--- config.mk ---
export PLATFORM = sky130hd
export DESIGN_NAME = sram_async_ctrl
export DESIGN_NICKNAME = d
export VERILOG_FILES = /design/src/rtl/sram_ctrl_pkg.sv /design/src/rtl/sram_pwrup_gate.sv /design/src/rtl/sram_wait_cnt.sv /design/src/rtl/sram_host_latch.sv /design/src/rtl/sram_async_ctrl.sv
export SDC_FILE = /design/constraint.sdc
export NUM_CORES = 1
export LEC_CHECK = 0
export BUFFER_PORTS_ARGS = -buffer_cell sky130_fd_sc_hd__buf_2
export CAP_MARGIN = 20
export CORE_AREA = 4 4 82 84
export CTS_CLUSTER_SIZE = 8
export DETAILED_ROUTE_END_ITERATION = 7
export DIE_AREA = 0 0 86 88
export GPL_TIMING_DRIVEN = 0
export PLACE_DENSITY_LB_ADDON = 0.2
export SKIP_LAST_GASP = 1
export SLEW_MARGIN = 40
export SYNTH_ARGS = -nofsm -noshare
export SYNTH_HDL_FRONTEND = slang
export SYNTH_SLANG_ARGS = --single-unit
--- constraint.sdc ---
create_clock -name clk -period 4.9 [get_ports clk]
set_input_delay 0.49 -clock clk [delete_from_list [all_inputs] [get_ports clk]]
set_output_delay 0.49 -clock clk [all_outputs]
set_load 0.1 [all_outputs]
--- src/rtl/sram_ctrl_pkg.sv ---
`timescale 1ns/1ps
package sram_ctrl_pkg;

  typedef enum logic [2:0] {
    ST_LOCK  = 3'd0,
    ST_IDLE  = 3'd1,
    ST_RD    = 3'd2,
    ST_WSET  = 3'd3,
    ST_WSTB  = 3'd4,
    ST_WHOLD = 3'd5
  } ctrl_state_t;

  // whole clocks covering a nanosecond figure, never fewer than one
  function automatic int cyc_of(input int ns, input int clk_ns);
    int c;
    c = (ns + clk_ns - 1) / clk_ns;
    if (c < 1) c = 1;
    return c;
  endfunction

  function automatic int max_of(input int a, input int b);
    return (a > b) ? a : b;
  endfunction

endpackage

--- src/rtl/sram_pwrup_gate.sv ---
`timescale 1ns/1ps
module sram_pwrup_gate #(
  parameter int PWR_CYC = 10000
) (
  input  logic clk,
  input  logic rst,
  output logic done
);
  localparam int PW = $clog2(PWR_CYC + 1);
  localparam logic [PW-1:0] START = PW'(PWR_CYC - 1);

  logic [PW-1:0] remain;

  always_ff @(posedge clk) begin
    if (rst)              remain <= START;
    else if (remain != '0) remain <= remain - 1'b1;
  end

  assign done = (remain == '0);
endmodule

--- src/rtl/sram_wait_cnt.sv ---
`timescale 1ns/1ps
module sram_wait_cnt #(
  parameter int W = 4
) (
  input  logic         clk,
  input  logic         rst,
  input  logic         load,
  input  logic [W-1:0] load_val,
  output logic         zero
);
  logic [W-1:0] cnt;

  always_ff @(posedge clk) begin
    if (rst)              cnt <= '0;
    else if (load)        cnt <= load_val;
    else if (cnt != '0)   cnt <= cnt - 1'b1;
  end

  assign zero = (cnt == '0);
endmodule

--- src/rtl/sram_host_latch.sv ---
`timescale 1ns/1ps
module sram_host_latch #(
  parameter int AW = 20,
  parameter int DW = 8
) (
  input  logic          clk,
  input  logic          rst,
  input  logic          accept,
  input  logic          capture,
  input  logic [AW-1:0] req_addr,
  input  logic [DW-1:0] req_wdata,
  input  logic [DW-1:0] bus_in,
  output logic [AW-1:0] addr_q,
  output logic [DW-1:0] wdata_q,
  output logic [DW-1:0] rdata_q
);
  always_ff @(posedge clk) begin
    if (rst) begin
      addr_q  <= '0;
      wdata_q <= '0;
      rdata_q <= '0;
    end else begin
      if (accept) begin
        addr_q  <= req_addr;
        wdata_q <= req_wdata;
      end
      if (capture) rdata_q <= bus_in;
    end
  end
endmodule

--- src/rtl/sram_async_ctrl.sv ---
`timescale 1ns/1ps
module sram_async_ctrl
  import sram_ctrl_pkg::*;
#(
  parameter int ADDR_W   = 20,
  parameter int DATA_W   = 8,
  parameter int CLK_NS   = 10,
  parameter int T_AA_NS  = 10,
  parameter int T_PWE_NS = 7,
  parameter int T_SD_NS  = 5,
  parameter int T_HZ_NS  = 5,
  parameter int T_WC_NS  = 10,
  parameter int PWRUP_NS = 100000
) (
  input  logic              clk,
  input  logic              rst,
  input  logic              host_req,
  input  logic              host_we,
  input  logic [ADDR_W-1:0] host_addr,
  input  logic [DATA_W-1:0] host_wdata,
  output logic [DATA_W-1:0] host_rdata,
  output logic              host_ack,
  output logic              host_busy,
  output logic [ADDR_W-1:0] mem_addr,
  output logic              mem_ce_n,
  output logic              mem_oe_n,
  output logic              mem_we_n,
  output logic [DATA_W-1:0] mem_dq_out,
  output logic              mem_dq_oe,
  input  logic [DATA_W-1:0] mem_dq_in
);
  localparam int RD_CYC  = cyc_of(T_AA_NS, CLK_NS);
  localparam int SET_CYC = cyc_of(T_HZ_NS, CLK_NS);
  localparam int WC_CYC  = cyc_of(T_WC_NS, CLK_NS);
  localparam int STB_CYC = max_of(max_of(cyc_of(T_PWE_NS, CLK_NS), cyc_of(T_SD_NS, CLK_NS)),
                                  WC_CYC - SET_CYC - 1);
  localparam int PWR_CYC = cyc_of(PWRUP_NS, CLK_NS);
  localparam int MAXC    = max_of(max_of(RD_CYC, SET_CYC), STB_CYC);
  localparam int CW      = $clog2(MAXC + 1);
  localparam logic [CW-1:0] RD_M1  = CW'(RD_CYC - 1);
  localparam logic [CW-1:0] SET_M1 = CW'(SET_CYC - 1);
  localparam logic [CW-1:0] STB_M1 = CW'(STB_CYC - 1);

  ctrl_state_t state, nxt;
  logic        pw_done, cnt_zero, cnt_load, accept, capture, ack_set;
  logic [CW-1:0] ld_val;

  sram_pwrup_gate #(.PWR_CYC(PWR_CYC)) u_pwr (
    .clk(clk), .rst(rst), .done(pw_done)
  );

  sram_wait_cnt #(.W(CW)) u_cnt (
    .clk(clk), .rst(rst), .load(cnt_load), .load_val(ld_val), .zero(cnt_zero)
  );

  sram_host_latch #(.AW(ADDR_W), .DW(DATA_W)) u_latch (
    .clk(clk), .rst(rst), .accept(accept), .capture(capture),
    .req_addr(host_addr), .req_wdata(host_wdata), .bus_in(mem_dq_in),
    .addr_q(mem_addr), .wdata_q(mem_dq_out), .rdata_q(host_rdata)
  );

  always_comb begin
    nxt      = state;
    cnt_load = 1'b0;
    ld_val   = '0;
    accept   = 1'b0;
    capture  = 1'b0;
    ack_set  = 1'b0;
    unique case (state)
      ST_LOCK:  if (pw_done) nxt = ST_IDLE;
      ST_IDLE: begin
        if (host_req) begin
          accept   = 1'b1;
          cnt_load = 1'b1;
          ld_val   = host_we ? SET_M1 : RD_M1;
          nxt      = host_we ? ST_WSET : ST_RD;
        end
      end
      ST_RD: begin
        if (cnt_zero) begin
          capture = 1'b1;
          ack_set = 1'b1;
          nxt     = ST_IDLE;
        end
      end
      ST_WSET: begin
        if (cnt_zero) begin
          cnt_load = 1'b1;
          ld_val   = STB_M1;
          nxt      = ST_WSTB;
        end
      end
      ST_WSTB:  if (cnt_zero) nxt = ST_WHOLD;
      ST_WHOLD: begin
        ack_set = 1'b1;
        nxt     = ST_IDLE;
      end
      default:  nxt = ST_LOCK;
    endcase
  end

  always_ff @(posedge clk) begin
    if (rst) begin
      state     <= ST_LOCK;
      mem_ce_n  <= 1'b1;
      mem_oe_n  <= 1'b1;
      mem_we_n  <= 1'b1;
      mem_dq_oe <= 1'b0;
      host_ack  <= 1'b0;
      host_busy <= 1'b1;
    end else begin
      state     <= nxt;
      mem_ce_n  <= !(nxt == ST_RD || nxt == ST_WSET || nxt == ST_WSTB || nxt == ST_WHOLD);
      mem_oe_n  <= (nxt != ST_RD);
      mem_we_n  <= (nxt != ST_WSTB);
      mem_dq_oe <= (nxt == ST_WSTB || nxt == ST_WHOLD);
      host_ack  <= ack_set;
      host_busy <= (nxt != ST_IDLE);
    end
  end


  no_we_oe_overlap_chk: assert property (@(posedge clk) disable iff (rst)
    !(!mem_we_n && !mem_oe_n));


  no_drive_on_read_chk: assert property (@(posedge clk) disable iff (rst)
    mem_dq_oe |-> (mem_oe_n && !mem_ce_n));


  ack_single_chk: assert property (@(posedge clk) disable iff (rst)
    host_ack |=> !host_ack);


  ack_not_busy_chk: assert property (@(posedge clk) disable iff (rst)
    host_ack |-> (!host_busy && mem_ce_n));


  addr_stable_chk: assert property (@(posedge clk) disable iff (rst)
    (!mem_ce_n && !$past(mem_ce_n)) |-> $stable(mem_addr));


  hold_after_strobe_chk: assert property (@(posedge clk) disable iff (rst)
    $rose(mem_we_n) |-> (mem_dq_oe && !mem_ce_n && $stable(mem_dq_out)));


  lock_quiet_chk: assert property (@(posedge clk) disable iff (rst)
    !pw_done |-> (mem_ce_n && host_busy));

endmodule

# Yosys cells after proc, flatten, opt, wreduce, memory -nomap -nowiden
# Cells that the tools add are included.
[classes] addsub=2 n_reduce_logical=9 bitwise_logic=1 n_lt_le_gt_ge=0 mul=0 muxes=13 n_shift=0 n_eq_ne=12 div=0
[op_table] operator="case mux 3 bit (6 select lines)" count=1
[op_table] operator="two-way mux 3 bit" count=5
[op_table] operator="logical NOT 14 bit" count=1
[op_table] operator="nonzero test 14 bit" count=1
[op_table] operator="subtractor 14 x 1 -> 14 bit, second input constant" count=1
[op_table] operator="equality test 3 x 2 -> 1 bit, second input constant" count=4
[op_table] operator="equality test 3 bit, second input constant" count=4
[op_table] operator="two-way mux 1 bit" count=5
[op_table] operator="logical OR 1 bit" count=4
[op_table] operator="case mux 1 bit (2 select lines)" count=2
[op_table] operator="equality test 3 x 1 -> 1 bit, second input constant" count=1
[op_table] operator="logical NOT 3 bit" count=1
[op_table] operator="inequality test 3 x 1 -> 1 bit, second input constant" count=1
[op_table] operator="inequality test 3 x 2 -> 1 bit, second input constant" count=1
[op_table] operator="inequality test 3 bit, second input constant" count=1
[op_table] operator="OR reduction 3 bit" count=1
[op_table] operator="logical NOT 1 bit" count=1
[op_table] operator="NOT 1 bit" count=1
[op_table] operator="subtractor 1 bit, second input constant" count=1
[word_totals] mem_bits_rw=0 n_memories=0 latchBits=0 inputBits=40 out_inout_bits=42 mem_bits_ro=0 register_bits=60

# Depth between registers and ports, before layout
# Gate-level depths: netlist of the first run.
[depth] depth_word=8 mapped_depth=6 ltp_nobuf=6

# Cells and area by module
# A second synthesis of the first run with hierarchy kept.
[hier_totals] cells_unflattened=242 area_unflattened_um2=2432.3
[by_module_without_submodules] mod="sram_host_latch" area_each_um2=1290.0 cells_per_inst=116 seq_area_each_um2=720.7 n_inst=1
[by_module_without_submodules] mod="sram_pwrup_gate" area_each_um2=743.2 cells_per_inst=80 seq_area_each_um2=280.3 n_inst=1
[by_module_without_submodules] mod="sram_async_ctrl" area_each_um2=366.6 cells_per_inst=43 seq_area_each_um2=180.2 n_inst=1
[by_module_without_submodules] mod="sram_wait_cnt" area_each_um2=32.5 cells_per_inst=3 seq_area_each_um2=20.0 n_inst=1

# Worst setup path before layout of the first run
# No wires, ideal clock.
[synth_timing] path_kind="register -> register" startpoint="register u_pwr.remain[0]" endpoint="register u_pwr.remain[5]" setup_ps=121 path_stages_with_launch=7 period_less_slack_ps=1777 path_slack_ps=3123 t_arrival_ps=1656 path_cell_list="dfxtp_1 -> inv_1 -> ha_1 -> nor3b_1 -> nand4_2 -> nand3b_1 -> mux2_2"
[synth_via] elab_chain_len=1 elab_cells_between_ends=2 classes_between="add/sub (1); reduce/logical (1)"
[synth_lines] item="start: declaration" line="sram_pwrup_gate.sv:12" text="logic [PW-1:0] remain;"
[synth_lines] item="start signal: assignment" line="sram_pwrup_gate.sv:16" text="else if (remain != '0) remain <= remain - 1'b1;"
[synth_lines] item="subtractor 14 x 1 -> 14 bit or nonzero test 14 bit (tied branches)" line="sram_pwrup_gate.sv:16"
# Parallel ways exist; a longest one is shown, timed or not.
# A chain may end at the register's enable or synchronous reset.

# Worst setup path after layout of the first run
# Same ends and word-level chain as after synthesis.

==> flow_summary.yaml, run 1 <==
power_and_ir_drop:
  p_leak_uw: 0.00131
  vdd_drop_max_mv: 0.197
  p_per_area_nw_per_um2: 342
hold_path:
  whs_path_depth: 3
  min_path_type: "in -> reg"
  hp-start: "host_wdata[3]"
  min_to: "u_latch.wdata_q[3]$_SDFFE_PP0P_"
synthesis:
  synthFlopType: "dfxtp_1"
  syn_area_um2: 2340
  yosysTopAreaCell: "dfxtp_1"
  seq_area_frac_synth_pct: 51.4
  synth_edf_count: 0
  netlist_top_cells_count: "nand2_1, dfxtp_1, a21oi_1, nor2_1, clkbuf_1"
  syn_nets: 319
  syn_area_per_cell_um2: 8.41
  synth_warnings: 0
  async_flop_share_pct: 0
  syn_inst: 278
  yosysMostFrequentCell: "nand2_1"
  synth_top_area_share_pct: 51.4
  synthTopCellsByArea: "dfxtp_1, nand2_1, a21oi_1"
  synth_cell_type_count: 42
  ys_seq_elements: 60
setup_path:
  r2r_cells: 6
  path_buf_inv: 1
  crit_family: "simple AND/OR/NAND/NOR gates"
  max_stage_delay_ns: 0.51
  slowest_stage: "nor3b_1"
  worstPathArrival_ns: 2.36
  reg2reg_to: "u_pwr.remain[5]$_SDFFE_PP0N_"
  setup.worst_path.start_class: "flip-flop"
  crit_type: "reg -> reg"
  r2r_start: "u_pwr.remain[0]$_SDFFE_PP1N_"
  end_kind: "flip-flop"
  crit_fanout: 8
  crit_chain: "inv_1 > ha_1 > nor3b_1 > nand4_2 > nand3b_1 > mux2_2"
  reg2reg_slack_ns: 2.76
  worstPathRequired_ns: 5.11
die:
  initial_core_util_pct: 39.5
  ioPinCount: 82
  die_w_um: 86
  floorplan.die_area_um2: 7570
  die_h_um: 88
  rows: 28
  core_um2: 5920
placed_design:
  portBuffers: 81
  dpl_worst_slack_ns: 2.76
  post_dp_cell_area_um2: 2840
  dpl.hpwl_mm: 4.11
  gp_congestion: 0.831
sta:
  fmax_ghz: 0.467
  tns_ns: 0
  rsz0062_at_grt: "no"
  skew_ns: 0.00765
  worst_slack_ns: 2.76
  setup_violations: 0
  post-route-period-util_pct: 43.7
  hold_viol: 0
  worstMarginPinSlew_ns: 0.736
  slew_headroom_pct: 50.6
  layout_min_cycle_time_ns: 2.14
  whs_ns: 0.400
  maxSlewViolCount: 0
route:
  antenna_left: 0
  drt-pass1-iter-count: 4
  drtIter0Drc: 78
  totalWireLength_mm: 5.62
  wl_per_cell_um: 12.5
  drc: 0
  via_count: 2143
  avgViaCountPerCell: 4.77
clock_tree:
  cts_root_buf: "clkbuf_8"
  clock_latency_ns: 0.33
  cts_max_level: 3
  cts_tree: "built"
  cts_resized: 0
  cts_setup_buffers: 0
  cts_buffers: 9
  cts_buffer_depth: 2
  cts_hold_buffers: 0
  clk_pin_slew_ns: 0.06
  cts_sinks: 60
grt:
  track_usage_pct: 15.1
  grt_pass1_vias: 1993
  overflow: 0
  antenna_found_initial: 0
  grt_pass1_wl_mm: 9.09
  grt_max_degree: 11
final_layout:
  nNetsFinal: 411
  fillers: 564
  area_delta_synth_final_pct: 31.8
  design_area_um2: 3080
  diodes: 0
  drive_above_1_share_pct: 29.1
run_status:
  status: "completed"
run:
  max_cap_violations: 0
## how the worst max path moves through the flow
stage                                       startpoint                      endpoint  slack (ns)  cells after the start
after global routing      u_pwr.remain[0]$_SDFFE_PP1N_  u_pwr.remain[5]$_SDFFE_PP0N_        2.60                      6
after floorplan           u_pwr.remain[0]$_SDFFE_PP1N_  u_pwr.remain[5]$_SDFFE_PP0N_        3.12                      6
after CTS                 u_pwr.remain[0]$_SDFFE_PP1N_  u_pwr.remain[5]$_SDFFE_PP0N_        2.72                      6
after detailed placement  u_pwr.remain[0]$_SDFFE_PP1N_  u_pwr.remain[5]$_SDFFE_PP0N_        2.76                      6
after global placement    u_pwr.remain[0]$_SDFFE_PP1N_  u_pwr.remain[5]$_SDFFE_PP0N_        2.79                      6
final                     u_pwr.remain[0]$_SDFFE_PP1N_  u_pwr.remain[5]$_SDFFE_PP0N_        2.76                      6
## where the power goes
group / leakage (uW) / switching [uW] / internal (uW)
Sequential: 0.000485 / 3.18 / 490
Clock: 0.000122 / 180 / 347
Combinational: 0.000700 / 16.4 / 16.5
## per-stage QoR
stage	total power [uW]	utilization, %	instances
after global routing	1100	52.0	449
final	1050	52.0	449
after CTS	1070	52.0	449
after detailed placement	537	48.0	434
after global placement	537	47.9	434
after floorplan	516	-	278
## registers in the layout (all words and copies together) (netlist names), 3 cells and up
name and flops:
state 3, u_latch.addr_q 20, u_latch.rdata_q 8, u_latch.wdata_q 8, u_pwr.remain 14
## final cells by class
type	count	area [um2]	area share, %
inverter	6	22.5	0.731
clock inverter	5	100	3.25
timing repair buffer	81	405	13.2
multi-input combinational	200	1070	34.9
tap	75	93.8	3.05
sequential	60	1200	39.0
clock buffer	10	138	4.47
buffer	12	46.3	1.50
## logic make-up after synthesis
group,share of synthesized area (%)
and+or+nand+nor,27.1
DFF,51.4
AOI/OAI and AO/OA,14.1
buffers and inverters,2.94
muxes,2.68
xor gates and xnor gates,1.12
adders and majority gates,0.535
other,0.160
## worst min-delay path: stages
cell     delay (ns)
buf_2          0.09
nand2_1        0.04
a21oi_1        0.05
## cell usage in the layout (no fill, tap or decap), types with 3 or more instances in the layout
master,netlist,layout
bufinv_16,0,3
nand3_1,7,7
nor2b_1,5,5
buf_2,1,82
dfxtp_1,60,60
nor2_1,13,13
xnor2_1,3,3
or3_1,3,3
a21oi_1,42,42
mux2i_1,4,4
o21ai_0,4,4
nor3_1,4,4
nand2_1,79,79
clkbuf_1,10,10
clkbuf_8,0,10
inv_1,6,6
## layer usage
| metal | GRT usage (%) | part of all wire, % | up-vias |
|---|---|---|---|
| li1 | - | - | 1121 |
| met1 | 18.7 | 45 | 936 |
| met2 | 24.0 | 44 | 78 |
| met3 | 4.99 | 9.3 | 8 |
| met4 | 6.91 | 1.5 | 0 |
| met5 | 0 | 0 | - |
Power figures use the tool's default switching activity.
==> run 2, diff against run 1 <==
ABC_AREA = 1   (was unset)
CORE_AREA = 4 4 83 85   (was 4 4 82 84)
DIE_AREA = 0 0 87 89   (was 0 0 86 88)
clock period = 2 ns   (was 4.9 ns; I/O delays follow)
==> run 2 against run 1 <==
Global-route usage about the same. Combinational power up 150%. Total power up 150%. Synthesized cell count up 14%. First-iteration DRC count up 26%. Sequential share of layout area down 0.68 points. Register-to-register slack worse by 2.2 ns. Critical path type unchanged. Critical endpoint is now u_pwr.remain[0]$_SDFFE_PP1N_. Largest cell class unchanged.
==> flow_summary.yaml, run 2 <==
route:
  drtIter0Drc: 98
  avgViaCountPerCell: 4.65
  via_count: 2280
  wl_per_cell_um: 11.4
  drt-pass1-iter-count: 4
  drc: 0
  antenna_left: 0
  totalWireLength_mm: 5.57
synthesis:
  syn_area_um2: 2390
  synth_top_area_share_pct: 50.2
  seq_area_frac_synth_pct: 50.2
  synth-adder-area-share_pct: 0.523
  syn_area_per_cell_um2: 7.54
  synth_compound_area_share_pct: 11.5
  synth_edf_count: 0
  syn_nets: 358
  yosysMostFrequentCell: "nand2_1"
  yosys-mux-area-fraction_pct: 0
  yosysTopAreaCell: "dfxtp_1"
  async_flop_share_pct: 0
  syn_inst: 317
  synth_warnings: 0
  synthTopCellsByArea: "dfxtp_1, nand2_1, a21oi_1"
  synth_cell_type_count: 27
  netlist_top_cells_count: "nand2_1, dfxtp_1, nor2_1, a21oi_1, inv_1"
  synth_top_family_by_area: "simple AND/OR/NAND/NOR gates"
  synthFlopType: "dfxtp_1"
  synth-xor-area-share_pct: 1.83
  synth-simple-area-share_pct: 28.9
  ys_seq_elements: 60
setup_path:
  end_kind: "flip-flop"
  setup.worst_path.start_class: "flip-flop"
  worstPathArrival_ns: 1.68
  crit_type: "reg -> reg"
  worstPathRequired_ns: 2.20
  crit_fanout: 10
grt:
  grt_pass1_vias: 2093
  track_usage_pct: 15.2
  grt_max_degree: 12
  grt_pass1_wl_mm: 9.25
  overflow: 0
  antenna_found_initial: 0
sta:
  whs_ns: 0.104
  setup_violations: 0
  worstMarginPinSlew_ns: 0.522
  tns_ns: 0
  hold_viol: 0
  post-route-period-util_pct: 74.3
  maxSlewViolCount: 0
  fmax_ghz: 0.673
  skew_ns: 0.00670
  layout_min_cycle_time_ns: 1.49
  rsz0062_at_grt: "no"
  slew_headroom_pct: 65.2
clock_tree:
  cts_setup_buffers: 0
  cts_hold_buffers: 0
  cts_buffer_depth: 2
  clk_pin_slew_ns: 0.07
  cts_tree: "built"
  cts_resized: 0
  clock_latency_ns: 0.33
  cts_root_buf: "clkbuf_8"
  cts_sinks: 60
  cts_max_level: 3
  cts_buffers: 9
die:
  die_h_um: 89
  initial_core_util_pct: 38.5
  floorplan.die_area_um2: 7740
  core_um2: 6200
  die_w_um: 87
  rows: 29
  ioPinCount: 82
hold_path:
  min_path_type: "in -> reg"
final_layout:
  nNetsFinal: 449
  diodes: 0
  largest_reg_flops: 20
  top_regs: "u_latch.addr_q (20), u_pwr.remain (14)"
  fillers: 634
  drive_above_1_share_pct: 28.3
  top_register: "u_latch.addr_q"
  area_delta_synth_final_pct: 31.2
  layout_common_cells: "nand2_1, buf_2, dfxtp_1, nor2_1, a21oi_1"
  layout_commonest_cell: "nand2_1"
placed_design:
  gp_congestion: 0.845
  portBuffers: 80
  dpl.hpwl_mm: 4.26
power_and_ir_drop:
  p_per_area_nw_per_um2: 833
  vdd_drop_max_mv: 0.672
  p_leak_uw: 0.00143
run_status:
  status: "completed"
run:
  max_cap_violations: 0
-- run 2: cell types whose count changed after synthesis, sizes merged, moves of 5 or more --
cell / change
nand2: +11
nor2: +37
nand3: +9
inv: +15
buf: +6
nor2b: -5
a21oi: -7
o21ai: +11
-- run 2: final cells by class --
class | count | area (um2) | share of cell area [%]
Clock buffer | 10 | 138 | 4.39
Timing Repair Buffer | 80 | 400 | 12.8
Sequential cell | 60 | 1200 | 38.3
Inverter | 21 | 78.8 | 2.51
Multi-Input combinational cell | 222 | 1030 | 32.7
Buffer | 14 | 83.8 | 2.67
Clock inverter | 6 | 111 | 3.55
Tap cell | 77 | 96.3 | 3.07
-- run 2: stage by stage --
stage	power, uW	instances	worst slack (ns)	cell area [um2]	util, %
2_1_floorplan	1270	317	0.687	2390	-
3_3_place_gp	1310	474	0.500	2890	46.5
3_5_place_dp	1320	474	0.501	2890	46.5
4_1_cts	2650	490	0.490	3140	50.6
5_1_grt	2720	490	0.350	3140	50.6
6_report	2610	490	0.514	3140	50.6
-- run 2: power breakdown --
group | leakage, uW | switching [uW] | internal (uW)
logic | 0.000821 | 44.3 | 37.5
clock network | 0.000122 | 466 | 861
registers | 0.000485 | 4.92 | 1200
total | 0.00143 | 515 | 2100
-- run 2: layer usage --
| layer | wire length, um | GRT usage, % |
|---|---|---|
| met1 | 2400 | 17.9 |
| met2 | 2760 | 25.3 |
| met3 | 331 | 5.62 |
| met4 | 74 | 5.38 |
| met5 | 0 | 0 |
-- run 2: worst paths after layout --
path                             startpoint                              end  slack (ns)  depth (start not counted)
min reg2reg  u_latch.addr_q[2]$_SDFFE_PP0P_   u_latch.addr_q[2]$_SDFFE_PP0P_        0.46                          2
max            u_pwr.remain[0]$_SDFFE_PP1N_     u_pwr.remain[0]$_SDFFE_PP1N_        0.51                          8
max reg2reg    u_pwr.remain[0]$_SDFFE_PP1N_     u_pwr.remain[0]$_SDFFE_PP1N_        0.51                          8
min                           host_addr[14]  u_latch.addr_q[14]$_SDFFE_PP0P_        0.10                          3
-- run 2: worst max-delay path, stage by stage, from the launching register on --
cell     delay (ns)
dfxtp_1        0.33
inv_1          0.09
ha_1           0.24
nand2_2        0.11
nor2_4         0.22
nand2_4        0.10
buf_6          0.15
nand2_1        0.05
nand3_1        0.05
-- run 2: cells by family (layout without fill, tap and decap cells) --
group                    Yosys count  after routing
buffers and inverters             35            131
XOR/XNOR                           5              5
other                              1              1
flip-flops                        60             60
adder cells (fa/ha/maj)            1              1
AO/OA/AOI/OAI                     52             52
AND/OR/NAND/NOR                  163            163
==> run 3, diff against run 2 <==
clock period = 1.49 ns   (was 2 ns; I/O delays follow)
==> run 3 against run 2 <==
Non-clock buffer count is 1 higher. Sequential share of layout area fell by 0.22 points. Final cell count grew 0.20%. Critical path type unchanged. Critical endpoint unchanged.
==> flow_summary.yaml, run 3 (synthesis gave the netlist of run 2 again) <==
run_status:
  status: "completed"
die:
  floorplan.die_area_um2: 7740
  rows: 29
  die_h_um: 89
  initial_core_util_pct: 38.5
  core_um2: 6200
  die_w_um: 87
  ioPinCount: 82
power_and_ir_drop:
  internal-power_uw: 2820
  power.total_uw: 3520
  p_per_area_nw_per_um2: 1110
  p_seq_share_pct: 46.1
  power_switching_uw: 694
  clkPwrFrac_pct: 50.6
  p_leak_uw: 0.00143
  switching_share_pct: 19.7
  vdd_drop_max_mv: 0.904
  combPwrFrac_pct: 3.3
final_layout:
  top_register: "u_latch.addr_q"
  top_regs: "u_latch.addr_q (20), u_pwr.remain (14)"
  diodes: 0
  layout_common_cells: "nand2_1, buf_2, dfxtp_1, nor2_1, a21oi_1"
  post-route-util_pct: 50.9
  nNetsFinal: 450
  drive_above_1_share_pct: 29.2
  area_delta_synth_final_pct: 32.1
  largest_reg_flops: 20
  layout_commonest_cell: "nand2_1"
  instances_no_fill: 491
placed_design:
  gp_congestion: 0.845
  dpl.hpwl_mm: 4.26
  placedCellCount: 474
  portBuffers: 80
  dpl_worst_slack_ns: -0.00855
setup_path:
  max_stage_delay_ns: 0.31
  slowest_stage: "dfxtp_1"
  crit_fanout: 10
  worstPathArrival_ns: 1.59
  worstPathRequired_ns: 1.69
  end_kind: "flip-flop"
  setup.worst_path.start_class: "flip-flop"
  reg2reg_slack_ns: 0.1
  crit_type: "reg -> reg"
  crit_chain: "inv_1 > ha_4 > nand2_2 > nor2_4 > nand2_4 > buf_6 > nand2_1 > nand3_1"
grt:
  grt_pass1_vias: 2094
  antenna_found_initial: 0
  grt_max_degree: 12
  grt_pass1_wl_mm: 9.27
  overflow: 0
  track_usage_pct: 15.2
sta:
  maxSlewViolCount: 0
  worstMarginPinSlew_ns: 0.529
  layout_min_cycle_time_ns: 1.39
  hold_viol: 0
  fmax_ghz: 0.719
  skew_ns: 0.00653
  post-route-period-util_pct: 93.3
  setup_violations: 0
  worst_slack_ns: 0.0991
  slew_headroom_pct: 64.7
  tns_ns: 0
route:
  drt-pass1-iter-count: 4
  drc: 0
  totalWireLength_mm: 5.64
  drtIter0Drc: 100
  via_count: 2297
  antenna_left: 0
  wl_per_cell_um: 11.5
  avgViaCountPerCell: 4.68
clock_tree:
  cts_max_level: 3
  clock_latency_ns: 0.33
  cts_hold_buffers: 0
  cts_root_buf: "clkbuf_8"
  clk_pin_slew_ns: 0.07
  cts_sinks: 60
  cts_tree: "built"
  cts_buffer_depth: 2
  cts_buffers: 9
run:
  max_cap_violations: 0
hold_path:
  min_path_type: "in -> reg"
[run 3: changes by cell type in the layout (fill, tap and decap cells not counted), sizes merged]
cell,before,now
buf,88,89
[run 3: power groups by stage]
stage / combinational (uW) / clock, uW / sequential (uW)
3_5_place_dp: 111 / 0 / 1650
5_1_grt: 133 / 1910 / 1620
6_report: 116 / 1780 / 1620
2_1_floorplan: 47.1 / 0 / 1650
4_1_cts: 111 / 1830 / 1620
3_3_place_gp: 110 / 0 / 1650
[run 3: path summary, 6_finish.rpt]
path	start	end	cells past startpoint
max	u_pwr.remain[1]$_SDFFE_PP1N_	u_pwr.remain[0]$_SDFFE_PP1N_	8
min	host_addr[14]	u_latch.addr_q[14]$_SDFFE_PP0P_	3
max reg2reg	u_pwr.remain[1]$_SDFFE_PP1N_	u_pwr.remain[0]$_SDFFE_PP1N_	8
min reg2reg	u_latch.addr_q[2]$_SDFFE_PP0P_	u_latch.addr_q[2]$_SDFFE_PP0P_	2
[run 3: what timing repair did]
item,in CTS,in global routing
pin swaps,1,1
setup buffers,0,1
endpoints found under the setup margin,5,16
resized for setup,0,4
[run 3: final cells by class]
cell class / count / area (um2)
multi-input combinational: 222 / 1040
fill: 631 / 3050
tap: 77 / 96.3
timing repair buffer: 81 / 408
clock inverter: 6 / 111
sequential: 60 / 1200
inverter: 21 / 78.8
clock buffer: 10 / 138
buffer: 14 / 83.8
[run 3: per-stage QoR]
stage | hold WS [ns] | instance area [um2]
after floorplan | 0.292 | 2390
after global placement | 0.398 | 2890
after detailed placement | 0.400 | 2890
after CTS | 0.0383 | 3140
after global routing | 0.0403 | 3160
final | 0.0530 | 3160
[run 3: metal layers]
layer | wire length (um) | track usage, % | up-vias | part of all wire [%]
met5 | 0 | 0 | - | 0
met4 | 74 | 5.38 | 0 | 1.3
met1 | 2330 | 18.0 | 1033 | 41
met3 | 407 | 5.62 | 9 | 7.2
met2 | 2820 | 25.3 | 62 | 50
li1 | - | - | 1193 | -
[run 3: critical path, delay by kind of cell (launching register included)]
kind,cells,cell delay (ns)
and+or+nand+nor,5,0.51
adders and majority gates,1,0.17
DFF,1,0.31
buffers and inverters,2,0.26
